### config.mk
export PLATFORM = sky130hd
export DESIGN_NAME = isr_unit
export DESIGN_NICKNAME = d
export VERILOG_FILES = /design/src/rtl/isr_pkg.sv /design/src/rtl/isr_rise_detect.sv /design/src/rtl/isr_status_bits.sv /design/src/rtl/isr_mask_reg.sv /design/src/rtl/isr_reset_tracker.sv /design/src/rtl/isr_unit.sv
export SDC_FILE = /design/constraint.sdc
export NUM_CORES = 1
export LEC_CHECK = 0
export BUFFER_PORTS_ARGS = -buffer_cell sky130_fd_sc_hd__buf_2
export CAP_MARGIN = 0
export CORE_ASPECT_RATIO = 0.5
export CORE_MARGIN = 2
export CORE_UTILIZATION = 35
export CTS_BUF_LIST = sky130_fd_sc_hd__clkbuf_2
export CTS_CLUSTER_DIAMETER = 80
export DETAILED_ROUTE_END_ITERATION = 10
export GPL_TIMING_DRIVEN = 0
export PLACE_DENSITY = 0.55
export SYNTH_ARGS = -nofsm -noshare
export SYNTH_HDL_FRONTEND = slang
export SYNTH_SLANG_ARGS = --single-unit
### constraint.sdc
create_clock -name clk -period 2.4 [get_ports clk]
set_input_delay 0.48 -clock clk [delete_from_list [all_inputs] [get_ports clk]]
set_output_delay 0.48 -clock clk [all_outputs]
set_load 0.05 [all_outputs]
### src/rtl/isr_pkg.sv
package isr_pkg;

    localparam int SRC_N   = 7;
    localparam int REG_W   = 8;
    localparam int B_RX_OK = 0;
    localparam int B_TX_OK = 1;
    localparam int B_RX_ER = 2;
    localparam int B_TX_ER = 3;
    localparam int B_OVW   = 4;
    localparam int B_CNT   = 5;
    localparam int B_DMA   = 6;
    localparam int B_RSTF  = 7;

    typedef enum logic {
        ADDR_STATUS = 1'b0,
        ADDR_MASK   = 1'b1
    } isr_addr_e;

    typedef struct packed {
        logic dma_done;
        logic cnt_ovf;
        logic overwrite;
        logic tx_err;
        logic rx_err;
        logic tx_ok;
        logic rx_ok;
    } isr_evt_t;

    function automatic logic w1c_bit(input logic old_v, input logic set_v,
                                     input logic clr_v);
        return set_v | (old_v & ~clr_v);
    endfunction

endpackage

### src/rtl/isr_rise_detect.sv
module isr_rise_detect #(
    parameter int W = 3
) (
    input  logic         clk,
    input  logic         rst,
    input  logic [W-1:0] lvl,
    output logic         any_rise
);
    logic [W-1:0] prev_q;

    always_ff @(posedge clk) begin
        if (rst) prev_q <= '0;
        else     prev_q <= lvl;
    end

    assign any_rise = |(lvl & ~prev_q);
endmodule

### src/rtl/isr_status_bits.sv
module isr_status_bits
    import isr_pkg::*;
#(
    parameter int N = SRC_N
) (
    input  logic         clk,
    input  logic         rst,
    input  logic [N-1:0] set_i,
    input  logic [N-1:0] clr_i,
    output logic [N-1:0] nxt_o,
    output logic [N-1:0] q_o
);
    for (genvar i = 0; i < N; i++) begin : g_bit
        always_comb nxt_o[i] = w1c_bit(q_o[i], set_i[i], clr_i[i]);

        always_ff @(posedge clk) begin
            if (rst) q_o[i] <= 1'b0;
            else     q_o[i] <= nxt_o[i];
        end
    end
endmodule

### src/rtl/isr_mask_reg.sv
module isr_mask_reg #(
    parameter int N = 7
) (
    input  logic         clk,
    input  logic         rst,
    input  logic         we,
    input  logic [N-1:0] wdata,
    output logic [N-1:0] nxt_o,
    output logic [N-1:0] q_o
);
    assign nxt_o = we ? wdata : q_o;

    always_ff @(posedge clk) begin
        if (rst) q_o <= '0;
        else     q_o <= nxt_o;
    end
endmodule

### src/rtl/isr_reset_tracker.sv
module isr_reset_tracker (
    input  logic clk,
    input  logic rst,
    input  logic cmd_stop,
    input  logic cmd_start,
    input  logic frame_busy,
    input  logic overwrite,
    input  logic ring_freed,
    output logic flag_q
);
    logic pend_q;
    logic enter;

    // a pending stop takes effect at the first idle edge, unless a start arrives
    assign enter = pend_q & ~frame_busy & ~cmd_start;

    always_ff @(posedge clk) begin
        if (rst) begin
            pend_q <= 1'b0;
            flag_q <= 1'b1;
        end else begin
            if (cmd_start)    pend_q <= 1'b0;
            else if (cmd_stop) pend_q <= 1'b1;
            else if (enter)   pend_q <= 1'b0;

            if (enter || overwrite)          flag_q <= 1'b1;
            else if (cmd_start || ring_freed) flag_q <= 1'b0;
        end
    end
endmodule

### src/rtl/isr_unit.sv
module isr_unit
    import isr_pkg::*;
#(
    parameter int TALLY_N = 3
) (
    input  logic               clk,
    input  logic               rst,
    input  logic               hst_we,
    input  logic               hst_addr,
    input  logic [7:0]         hst_wdata,
    output logic [7:0]         hst_rdata,
    input  logic               evt_rx_ok,
    input  logic               evt_tx_ok,
    input  logic               evt_rx_err,
    input  logic               evt_tx_err,
    input  logic               evt_overwrite,
    input  logic               evt_dma_done,
    input  logic [TALLY_N-1:0] tally_msb,
    input  logic               cmd_stop,
    input  logic               cmd_start,
    input  logic               frame_busy,
    input  logic               ring_freed,
    output logic               irq_o
);
    isr_evt_t         ev;
    logic             tally_rise;
    logic [SRC_N-1:0] clr_vec;
    logic [SRC_N-1:0] sts_nxt, sts_bits;
    logic [SRC_N-1:0] msk_nxt, msk_bits;
    logic             msk_we;
    logic             rst_flag;
    logic [REG_W-1:0] sts_q;
    logic [REG_W-1:0] msk_q;

    isr_rise_detect #(.W(TALLY_N)) u_rise (
        .clk(clk), .rst(rst), .lvl(tally_msb), .any_rise(tally_rise)
    );

    always_comb begin
        ev.rx_ok     = evt_rx_ok;
        ev.tx_ok     = evt_tx_ok;
        ev.rx_err    = evt_rx_err;
        ev.tx_err    = evt_tx_err;
        ev.overwrite = evt_overwrite;
        ev.cnt_ovf   = tally_rise;
        ev.dma_done  = evt_dma_done;
    end

    assign clr_vec = (hst_we && hst_addr == ADDR_STATUS) ? hst_wdata[SRC_N-1:0] : '0;
    assign msk_we  = hst_we && hst_addr == ADDR_MASK;

    isr_status_bits #(.N(SRC_N)) u_sts (
        .clk(clk), .rst(rst), .set_i(ev), .clr_i(clr_vec),
        .nxt_o(sts_nxt), .q_o(sts_bits)
    );

    isr_mask_reg #(.N(SRC_N)) u_msk (
        .clk(clk), .rst(rst), .we(msk_we), .wdata(hst_wdata[SRC_N-1:0]),
        .nxt_o(msk_nxt), .q_o(msk_bits)
    );

    isr_reset_tracker u_rtrk (
        .clk(clk), .rst(rst), .cmd_stop(cmd_stop), .cmd_start(cmd_start),
        .frame_busy(frame_busy), .overwrite(evt_overwrite),
        .ring_freed(ring_freed), .flag_q(rst_flag)
    );

    // output register fed from next-state values so it lines up with status
    always_ff @(posedge clk) begin
        if (rst) irq_o <= 1'b0;
        else     irq_o <= |(sts_nxt & msk_nxt);
    end

    assign sts_q     = {rst_flag, sts_bits};
    assign msk_q     = {1'b0, msk_bits};
    assign hst_rdata = (hst_addr == ADDR_MASK) ? msk_q : sts_q;
endmodule

* Word level (Yosys, flattened, before mapping)
Cells that the tools add are included.
** Storage, ports and cells
- Memory bits (writable) :: 0
- Latch bits :: 0
- Flip-flop bits (word level) :: 20
- Memories :: 0
- Logic and storage cells :: 55
- Bits in read-only memories :: 0
- Output and inout bits :: 9
- Input bits :: 25
** Operators by class
- $lt $le $gt $ge :: 0
- Muxes and demuxes :: 5
- Multipliers :: 0
- $add $sub $neg :: 0
- Divide/modulo/power cells :: 0
- Reductions and logical operators :: 9
- Bitwise operators :: 29
- Shift operators :: 0
- Eq/ne operators :: 0
** Operator list (number)
- 2-to-1 mux 7 bit :: 2
- NOT 1 bit :: 10
- AND 1 bit :: 9
- 2-to-1 mux 8 bit :: 1
- AND 7 bit :: 1
- OR 1 bit :: 7
- OR reduction 7 bit :: 1
- OR reduction 2 bit :: 2
- AND 3 bit :: 1
- NOT 3 bit :: 1
- OR reduction 3 bit :: 1
- logical AND 1 bit :: 2
- logical OR 1 bit :: 2
- 2-to-1 mux 1 bit :: 2
- nonzero test 2 bit :: 1

* Longest topological paths before layout
Gate-level depths: netlist of run 1.
- Depth after elaboration :: 8
- Gate-level depth with buffers :: 7

* Modules after synthesis
A second synthesis of run 1 with hierarchy kept.
** Unflattened totals
- Cells, all modules :: 99
- Area total of the unflattened synthesis :: 1038.5 µm²
** Modules (own cells, without submodules)
- isr_status_bits :: times used 1, cells an instance 35, seq. area each 140.1 µm², area an instance 324.1 µm²
- isr_mask_reg :: times used 1, cells an instance 22, seq. area each 140.1 µm², area an instance 300.3 µm²
- isr_unit :: times used 1, cells an instance 23, seq. area each 20.0 µm², area an instance 237.7 µm²
- isr_rise_detect :: times used 1, cells an instance 10, seq. area each 60.1 µm², area an instance 102.6 µm²
- isr_reset_tracker :: times used 1, cells an instance 9, seq. area each 40.0 µm², area an instance 73.8 µm²

* Worst setup path after synthesis of run 1
Ideal clock, no wire load.
- Path type :: input to output
- Start point :: input port hst_addr
- End point :: output port hst_rdata[7]
- Required time :: 1.920 ns
- Path buffers :: 2
- Path slack :: 0.437 ns
- Arrival time :: 1.483 ns
- Stages on the path :: 3
- Path through :: buf_6 -> buf_2 -> nor2b_1
** On the way
- Cells in the longest elaborated chain, start to end :: 1
** RTL lines
- from (decl) :: line isr_unit.sv:9 : input logic hst_addr,
- 2-to-1 mux 8 bit :: line isr_unit.sv:76 : assign hst_rdata = (hst_addr == ADDR_MASK) ? msk_q : sts_q;
- to (decl) :: line isr_unit.sv:11 : output logic [7:0] hst_rdata,
Every way passes these cells.

* Worst setup path after layout of run 1
- Start point :: input port hst_addr
- End point :: output port hst_rdata[6]
The elaborated chain is that of the path after synthesis.

==> summary.md, run 1 <==
| Metric | Value |
|---|---|
| Status | `finished, final reports clean` |
| Synth warn | `0` |
| Vias/cell | `4.96` |
| #FFs+latches synth | `20` |
| Req. time, crit path | `1.92 ns` |
| Lkg Pwr | `0.557 nW` |
| Setup TNS Final | `0 ns` |
| Power Dens Cells | `552 mW/mm²` |
| Total Power | `693 µW` |
| Worst path cell trace | `buf_6, buf_2, mux2_2, buf_2` |
| F_max | `0.512 GHz` |
| Vias after detailed routing | `982` |
| Startpoint types | `primary input` |
| Share of cells above drive strength 1 | `31.7%` |
| CP bufs+invs | `3` |
| Critical path arrival | `1.47 ns` |
| Post-Route WL | `2430 µm` |
| Initial DRT Pass Iterations | `4` |
| Fin nets | `187` |
| Commonest cells after routing, fill and taps aside | `buf_2, nand2_1, dfxtp_1` |
| Initial core utilization | `38.4%` |
| CTS HTree Levels | `1` |
| Worst Skew | `0.0115 ns` |
| Worst slack, placed | `0.460 ns` |
| Diode count | `0` |
| Crit Path Category | `in -> out` |
| Worst-Margin Slew | `0.523 ns` |
| Levels on crit path | `4` |
| Clock root buffer | `clkbuf_2` |
| Final Hold Viols | `0` |
| Post-synthesis sequential area ratio | `38.6%` |
| Die ar. | `0.00344 mm²` |
| Core area | `0.00270 mm²` |
| Cts hold-fix bufs | `0` |
| Mapped Nets | `151` |
| Cell count after synthesis | `126` |
| Critical path capture point | `hst_rdata[6]` |
| Post-DR wirelength/cell | `12.3 µm` |
| Area growth from synthesis to layout | `21.2%` |
| Critical path peak fanout | `10` |
| Port bufs | `31` |
| R2r worst-path depth | `4` |
| Clock slew at reported path FFs | `0.18 ns` |
| Final Max Slew Viols | `0` |
| HP Class | `in -> reg` |
| Num ports | `34` |
| Peak VDD IR | `183 µV` |
| Slack of the critical path | `0.448 ns` |
| Critical Path Sink Type | `output pin` |
| Final setup viols | `0` |
| Max transition margin | `65.1%` |
| Reg2Reg Setup Slack | `1.19 ns` |
| Tot GR Track Use | `14.9%` |
| Avg Cell Area, Syn | `8.23 µm²` |
| Largest stage delay, worst path | `0.37 ns` |
| Number of distinct library cells after synthesis | `28` |
| Period utilisation layout | `81.3%` |
| First-pass GRT wire length | `3900 µm` |
| Clock Latency Late Sink | `0.32 ns` |
| Mapped cell area | `0.00104 mm²` |
| Reg-to-reg critical path endpoint | `irq_o` |
| Max-cap violations | `0` |
| Initial antenna violation count | `0` |
| Critical path's most frequent cell | `buf_2` |
| CTS tree | `done` |
| DIE HEIGHT | `42.5 µm` |
| R2r startpoint | `u_rise.prev_q[0]` |
| Most common cell after layout, fill and taps aside | `buf_2` |
| Num rows | `13` |
| Detailed Route Iter0 Violations | `52` |
| Global placement routability congestion | `0.801` |
| Final antenna-violating net count | `0` |
| Drt drc | `0` |
| Total CTS buffers | `3` |
| Setup crit start | `hst_addr` |
| GRT overflow | `0` |
| Die X | `81.0 µm` |
| Largest net degree at the start of global routing | `12` |
| Clk buf depth | `2` |
| Number of global-route vias before repair | `850` |
| CP max stage cell | `mux2_2` |
| Hpwl dp | `1800 µm` |
| Minimum clock period | `1.95 ns` |
| RSZ-0062 raised after global routing | `false` |
| # Post-CTS Setup Buffers | `0` |
| Clock sink count | `20` |
| Resized Gates After CTS | `0` |
| Family with the most delay on the worst path | `buffers and inverters` |
==> state kept, by name, summed over array words and instances, names as in the netlist <==
| register | count |
|---|---|
| u_msk.q_o | 7 |
| u_rise.prev_q | 3 |
| u_rtrk.pend_q | 1 |
| irq_o | 1 |
| u_rtrk.flag_q | 1 |
| u_sts.q_o | 7 |
==> kinds of logic (layout without fill, tap and decap cells) <==
family | count (synthesis) | after routing | share of synthesized area [%]
flip-flops | 20 | 20 | 38.6
AND/OR/NAND/NOR | 46 | 46 | 22.2
buffers and inverters | 13 | 48 | 7.72
AO/OA/AOI/OAI | 40 | 40 | 23.9
multiplexers | 7 | 7 | 7.60
==> cell usage after synthesis (all sizes together) <==
| cell | n | area [µm²] |
|---|---|---|
| clkbuf | 2 | 7.51 |
| nor2b | 4 | 32.5 |
| a22oi | 1 | 7.51 |
| mux2 | 7 | 78.8 |
| nor3b | 1 | 7.51 |
| or3 | 1 | 6.26 |
| a21oi | 18 | 90.1 |
| o21a | 1 | 7.51 |
| dfxtp | 20 | 400 |
| o221ai | 1 | 8.76 |
| o22a | 4 | 35.0 |
| inv | 6 | 22.5 |
| nand2b | 2 | 12.5 |
| nand2 | 22 | 92.6 |
| o32ai | 2 | 25.0 |
| buf | 5 | 50.0 |
| nor2 | 10 | 37.5 |
| nand3b | 3 | 22.5 |
| o21ai | 6 | 30.0 |
| and2 | 1 | 8.76 |
| o22ai | 7 | 43.8 |
| nor3 | 2 | 10.0 |
==> cell type report <==
cell class / count / area [µm²]
Fill cell: 299 / 1440
Tap cell: 37 / 46.3
Sequential cell: 20 / 400
Clock inverter: 1 / 3.75
Timing Repair Buffer: 31 / 155
Inverter: 6 / 22.5
Buffer: 7 / 57.6
Multi-Input combinational cell: 93 / 557
Clock buffer: 3 / 15.0
==> how the worst min path moves through the flow <==
stage,cells after the start,slack (ns),start,endpoint
finish,2,0.32,cmd_start,u_rtrk.pend_q
floorplan,2,0.45,u_msk.q_o[0],u_msk.q_o[0]
global route,2,0.28,cmd_start,u_rtrk.pend_q
global placement,2,0.46,u_msk.q_o[0],u_msk.q_o[0]
detailed placement,2,0.46,u_msk.q_o[0],u_msk.q_o[0]
CTS,2,0.29,cmd_start,u_rtrk.pend_q
==> layer usage <==
layer  up-vias  GRT usage (%)  part of all wire, %
met5         -              0                    0
met4         0           3.05                 0.82
met3         2           4.96                  7.0
met2        33           23.3                   43
met1       433           20.1                   49
li1        514              -                    -
==> through the flow <==
stage	hold WS (ns)	util, %	area [µm²]	instances
floorplan	0.446	-	1040	126
global placement	0.460	45.9	1240	194
detailed placement	0.462	45.9	1240	194
CTS	0.292	46.6	1260	198
global route	0.282	46.6	1260	198
finish	0.320	46.6	1260	198
==> power by group <==
group	internal, mW	total, mW	switching [mW]
Clock	0.0362	0.142	0.106
Sequential	0.353	0.366	0.0123
Combinational	0.0720	0.186	0.114
Total	0.462	0.693	0.232
No activity file was read; power rests on OpenSTA's default activity.
==> inputs of run 2 (changes only) <==
--- a/config.mk
+++ b/config.mk
@@ -14,7 +14,7 @@
 export CTS_CLUSTER_DIAMETER = 80
 export DETAILED_ROUTE_END_ITERATION = 10
 export GPL_TIMING_DRIVEN = 0
-export PLACE_DENSITY = 0.55
+export PLACE_DENSITY = 0.57
 export SYNTH_ARGS = -nofsm -noshare
 export SYNTH_HDL_FRONTEND = slang
 export SYNTH_SLANG_ARGS = --single-unit
==> constraint.sdc (replaced) <==
create_clock -name clk -period 1.6 [get_ports clk]
set_input_delay 0.32 -clock clk [delete_from_list [all_inputs] [get_ports clk]]
set_output_delay 0.32 -clock clk [all_outputs]
set_load 0.05 [all_outputs]
==> run 2 against run 1 <==
Net effect: sequential cell count is the same; non-clock buffer count down 1; clock power grew to 2.7 times the previous value; via count decreased by 1.3%; register-to-register slack lost 0.84 ns; highest routed layer is now met3; clock-buffer cell count unchanged; critical endpoint is now hst_rdata[5]; combinational power up 50%; sequential share of layout area decreased by 0.52 points.
==> summary.md, run 2 (synthesis gave the netlist of run 1 again) <==
| Metric | Value |
|---|---|
| Total Power | `1.22 mW` |
| Vias/cell | `4.92` |
| Core area | `0.00270 mm²` |
| Switch Pwr | `363 µW` |
| CP bufs+invs | `1` |
| F_max | `0.661 GHz` |
| Final setup viols | `0` |
| Lkg Pwr | `0.567 nW` |
| Reg2Reg Setup Slack | `0.35 ns` |
| Number of global-route vias before repair | `882` |
| Final Hold Viols | `0` |
| Max-cap violations | `0` |
| Flop pwr share | `45.1%` |
| Combinational share of power | `22.9%` |
| Area growth from synthesis to layout | `23.6%` |
| Largest stage delay, worst path | `0.38 ns` |
| Share of cells above drive strength 1 | `33.1%` |
| Period utilisation layout | `94.5%` |
| Slack of the critical path | `0.0872 ns` |
| Worst path cell trace | `mux2_2, buf_2` |
| Largest net degree at the start of global routing | `19` |
| Initial core utilization | `38.4%` |
| Clock root buffer | `clkbuf_2` |
| Worst-Margin Slew | `0.537 ns` |
| Critical path peak fanout | `4` |
| Final Max Slew Viols | `0` |
| Fin nets | `186` |
| Clock Latency Late Sink | `0.33 ns` |
| Cts hold-fix bufs | `0` |
| Critical path arrival | `1.19 ns` |
| Top Registers | `u_msk.q_o (7), u_sts.q_o (7), u_rise.prev_q (3)` |
| CTS HTree Levels | `1` |
| Switching Share | `29.8%` |
| Req. time, crit path | `1.28 ns` |
| Diode count | `0` |
| Total CTS buffers | `3` |
| Status | `finished, final reports clean` |
| Post-DR wirelength/cell | `12.8 µm` |
| Port bufs | `31` |
| Max transition margin | `64.2%` |
| Final antenna-violating net count | `0` |
| Reg-to-reg critical path endpoint | `irq_o` |
| Detailed Route Iter0 Violations | `37` |
| Critical path capture point | `hst_rdata[5]` |
| First-pass GRT wire length | `4030 µm` |
| Clock share of power | `31.9%` |
| Peak VDD IR | `360 µV` |
| R2r startpoint | `u_rise.prev_q[0]` |
| Layout Cells excl Fill | `197` |
| Final hold slack | `0.123 ns` |
| RSZ-0062 raised after global routing | `false` |
| Tot GR Track Use | `15.8%` |
| Most common cell after layout, fill and taps aside | `buf_2` |
| CP max stage cell | `dfxtp_1` |
| Int Power | `854 µW` |
| Clock sink count | `20` |
| # Post-CTS Setup Buffers | `0` |
| GRT overflow | `0` |
| Hpwl dp | `1880 µm` |
| Post-Route WL | `2520 µm` |
| Die X | `81.0 µm` |
| Num rows | `13` |
| Clk buf depth | `2` |
| Drt drc | `0` |
| Power Dens Cells | `949 mW/mm²` |
| Die ar. | `0.00344 mm²` |
| R2r worst-path depth | `4` |
| DIE HEIGHT | `42.5 µm` |
| Placed insts | `194` |
| Num ports | `34` |
| Family with the most delay on the worst path | `flip-flops` |
| Final Util | `47.5%` |
| CTS tree | `done` |
| Levels on crit path | `2` |
| Initial antenna violation count | `0` |
| Commonest cells after routing, fill and taps aside | `buf_2, nand2_1, dfxtp_1` |
| Setup crit start | `u_msk.q_o[5]` |
| Minimum clock period | `1.51 ns` |
| Worst Skew | `0.00582 ns` |
| Global placement routability congestion | `0.730` |
| HP Class | `in -> reg` |
| Crit Path Category | `reg -> out` |
| Vias after detailed routing | `969` |
| Worst slack, placed | `-0.0367 ns` |
| Initial DRT Pass Iterations | `4` |
| Critical Path Sink Type | `output pin` |
| Startpoint types | `flip-flop` |
| Clock slew at reported path FFs | `0.21 ns` |
## run 2: metrics by stage
stage                     setup TNS (ns)  cell area [µm²]
after detailed placement          -0.172             1240
after global routing                   0             1280
after floorplan                        0             1040
after global placement            -0.229             1240
after CTS                              0             1280
final                                  0             1280
## run 2: worst reg2reg max path, cell delays in order, from the launching register on
cell	delay (ns)
dfxtp_1	0.35
o221ai_1	0.30
o22ai_1	0.13
or3_1	0.35
o21ai_1	0.07
## run 2: worst min path at each step
| stage | start | end | slack, ns | cells past startpoint |
|---|---|---|---|---|
| after global placement | u_msk.q_o[0] | u_msk.q_o[0] | 0.46 | 2 |
| after global routing | cmd_start | u_rtrk.pend_q | 0.1 | 2 |
| final | cmd_start | u_rtrk.pend_q | 0.12 | 2 |
| after detailed placement | u_msk.q_o[6] | u_msk.q_o[6] | 0.47 | 2 |
| after CTS | cmd_start | u_rtrk.pend_q | 0.11 | 2 |
| after floorplan | cmd_start | u_rtrk.pend_q | 0.40 | 1 |
## run 2: per-layer routing
metal	vias to the layer above	track usage, %	share of wire [%]
met3	0	5.60	5.9
met5	-	0	0
met1	436	21.8	51
met2	25	23.8	43
li1	508	-	-
met4	0	3.05	0
## run 2: area by class of cell
cell class,instances,area [µm²]
clock inverters,1,30.0
flip-flops and latches,20,402
fillers,305,1420
repair buffers,31,155
clock buffers,3,15.0
well taps,37,46.3
plain buffers,6,52.6
multi-input cells,93,559
inverters,6,22.5
## run 2: power by group through the flow
stage | registers (mW) | clock network [mW] | logic, mW
2_1_floorplan | 0.567 | 0 | 0.187
3_3_place_gp | 0.558 | 0 | 0.280
3_5_place_dp | 0.559 | 0 | 0.281
4_1_cts | 0.549 | 0.396 | 0.280
5_1_grt | 0.554 | 0.420 | 0.305
6_report | 0.549 | 0.389 | 0.279
## run 2: what timing repair did
action                                  in CTS  in global routing
resized for setup                            0                  1
endpoints found under the setup margin       7                  1
pin swaps                                    0                  0
==> inputs of run 3 (changes only) <==
--- a/config.mk
+++ b/config.mk
@@ -14,7 +14,7 @@
 export CTS_CLUSTER_DIAMETER = 80
 export DETAILED_ROUTE_END_ITERATION = 10
 export GPL_TIMING_DRIVEN = 0
-export PLACE_DENSITY = 0.57
+export PLACE_DENSITY = 0.68
 export SYNTH_ARGS = -nofsm -noshare
 export SYNTH_HDL_FRONTEND = slang
 export SYNTH_SLANG_ARGS = --single-unit
==> run 3 against run 2 <==
Net effect: via count grew 2.0%; register-to-register slack gained 0.05 ns; combinational power is essentially flat; clock power shrank 47%; largest cell class unchanged.
==> summary.md, run 3 (synthesis gave the netlist of run 1 again) <==
| Metric | Value |
|---|---|
| Clock Latency Late Sink | `0.32 ns` |
| Share of cells above drive strength 1 | `32.1%` |
| Fin nets | `186` |
| Minimum clock period | `1.50 ns` |
| Global placement routability congestion | `0.784` |
| Clock root buffer | `clkbuf_2` |
| Top Registers | `u_msk.q_o (7), u_sts.q_o (7), u_rise.prev_q (3)` |
| CTS tree | `done` |
| Num rows | `13` |
| Vias/cell | `5.04` |
| Critical path arrival | `1.18 ns` |
| Clk buf depth | `2` |
| Lkg Pwr | `0.553 nW` |
| Tot GR Track Use | `15.3%` |
| Multi-input logic area | `559 µm²` |
| Clock sink count | `20` |
| Final setup viols | `0` |
| Die X | `81.0 µm` |
| Diode count | `0` |
| Initial DRT Pass Iterations | `4` |
| Final Hold Viols | `0` |
| Period utilisation layout | `93.5%` |
| F_max | `0.668 GHz` |
| Power Dens Cells | `825 mW/mm²` |
| Port bufs | `31` |
| Core area | `0.00270 mm²` |
| Slack of the critical path | `0.103 ns` |
| Worst slack, placed | `-0.0313 ns` |
| Hpwl dp | `1860 µm` |
| Req. time, crit path | `1.28 ns` |
| Final antenna-violating net count | `0` |
| Die ar. | `0.00344 mm²` |
| Final Util | `46.3%` |
| Most common cell after layout, fill and taps aside | `buf_2` |
| Total CTS buffers | `3` |
| Max-cap violations | `0` |
| RSZ-0062 raised after global routing | `false` |
| Startpoint types | `flip-flop` |
| CTS HTree Levels | `1` |
| Largest net degree at the start of global routing | `19` |
| Post-Route WL | `2470 µm` |
| Crit Path Category | `reg -> out` |
| Initial core utilization | `38.4%` |
| Layout Cells excl Fill | `196` |
| Number of global-route vias before repair | `917` |
| Cts hold-fix bufs | `0` |
| Clock slew at reported path FFs | `0.19 ns` |
| Peak VDD IR | `323 µV` |
| Status | `finished, final reports clean` |
| HP Class | `in -> reg` |
| Max transition margin | `65.5%` |
| # Post-CTS Setup Buffers | `0` |
| Placed insts | `194` |
| Reg area | `400 µm²` |
| Worst Skew | `0.0159 ns` |
| Resized Gates After CTS | `0` |
| Critical path peak fanout | `4` |
| Area growth from synthesis to layout | `20.6%` |
| Final Max Slew Viols | `0` |
| Initial antenna violation count | `0` |
| First-pass GRT wire length | `4040 µm` |
| Drt drc | `0` |
| GRT overflow | `0` |
| Commonest cells after routing, fill and taps aside | `buf_2, nand2_1, dfxtp_1` |
| Critical Path Sink Type | `output pin` |
| Num ports | `34` |
| Detailed Route Iter0 Violations | `50` |
| Fillers | `296` |
| Post-DR wirelength/cell | `12.6 µm` |
| Worst-Margin Slew | `0.517 ns` |
| Vias after detailed routing | `988` |
| DIE HEIGHT | `42.5 µm` |
-- run 3: cell types whose count changed in the layout (fill, tap and decap cells not counted), sizes merged --
cell / before / now
bufinv: 1 / 0
-- run 3: critical path: stages, from the launching register on --
cell     delay, ns
dfxtp_1       0.38
mux2_2        0.26
buf_2         0.21
-- run 3: area by class of cell --
cell class              instances  share of cell area [%]
repair buffers                 31                    12.4
plain buffers                   6                    4.20
multi-input cells              93                    44.7
flip-flops and latches         20                    32.0
well taps                      37                    3.70
clock buffers                   3                    1.20
inverters                       6                    1.80
-- run 3: path summary, 6_finish.rpt --
check	startpoint	cells after the start	slack, ns	end
worst min-delay path	cmd_start	2	0.16	u_rtrk.pend_q
worst max register to register	u_rise.prev_q[0]	4	0.40	irq_o
worst max-delay path	u_msk.q_o[3]	2	0.10	hst_rdata[3]
worst min register to register	u_msk.q_o[6]	2	0.48	u_msk.q_o[6]
-- run 3: layer usage --
layer / GRT usage (%) / vias up / part of all wire, %
met5: 0 / - / 0
met4: 4.07 / 0 / 0.41
met3: 4.53 / 2 / 4.2
met2: 25.5 / 15 / 47
met1: 19.4 / 459 / 48
li1: - / 512 / -
-- run 3: power by group --
part | internal [mW] | total, mW | leakage, nW | switching, mW
clock network | 0.0511 | 0.206 | 0.0125 | 0.154
logic | 0.108 | 0.278 | 0.375 | 0.170
registers | 0.530 | 0.549 | 0.166 | 0.0191
-- run 3: stage by stage --
step,TNS (ns),hold WS (ns),power [mW],cell area [µm²]
2_1_floorplan,0,0.399,0.754,1040
3_3_place_gp,-0.142,0.461,0.835,1240
3_5_place_dp,-0.168,0.463,0.841,1240
4_1_cts,0,0.152,1.04,1250
5_1_grt,0,0.138,1.09,1250
6_report,0,0.161,1.03,1250
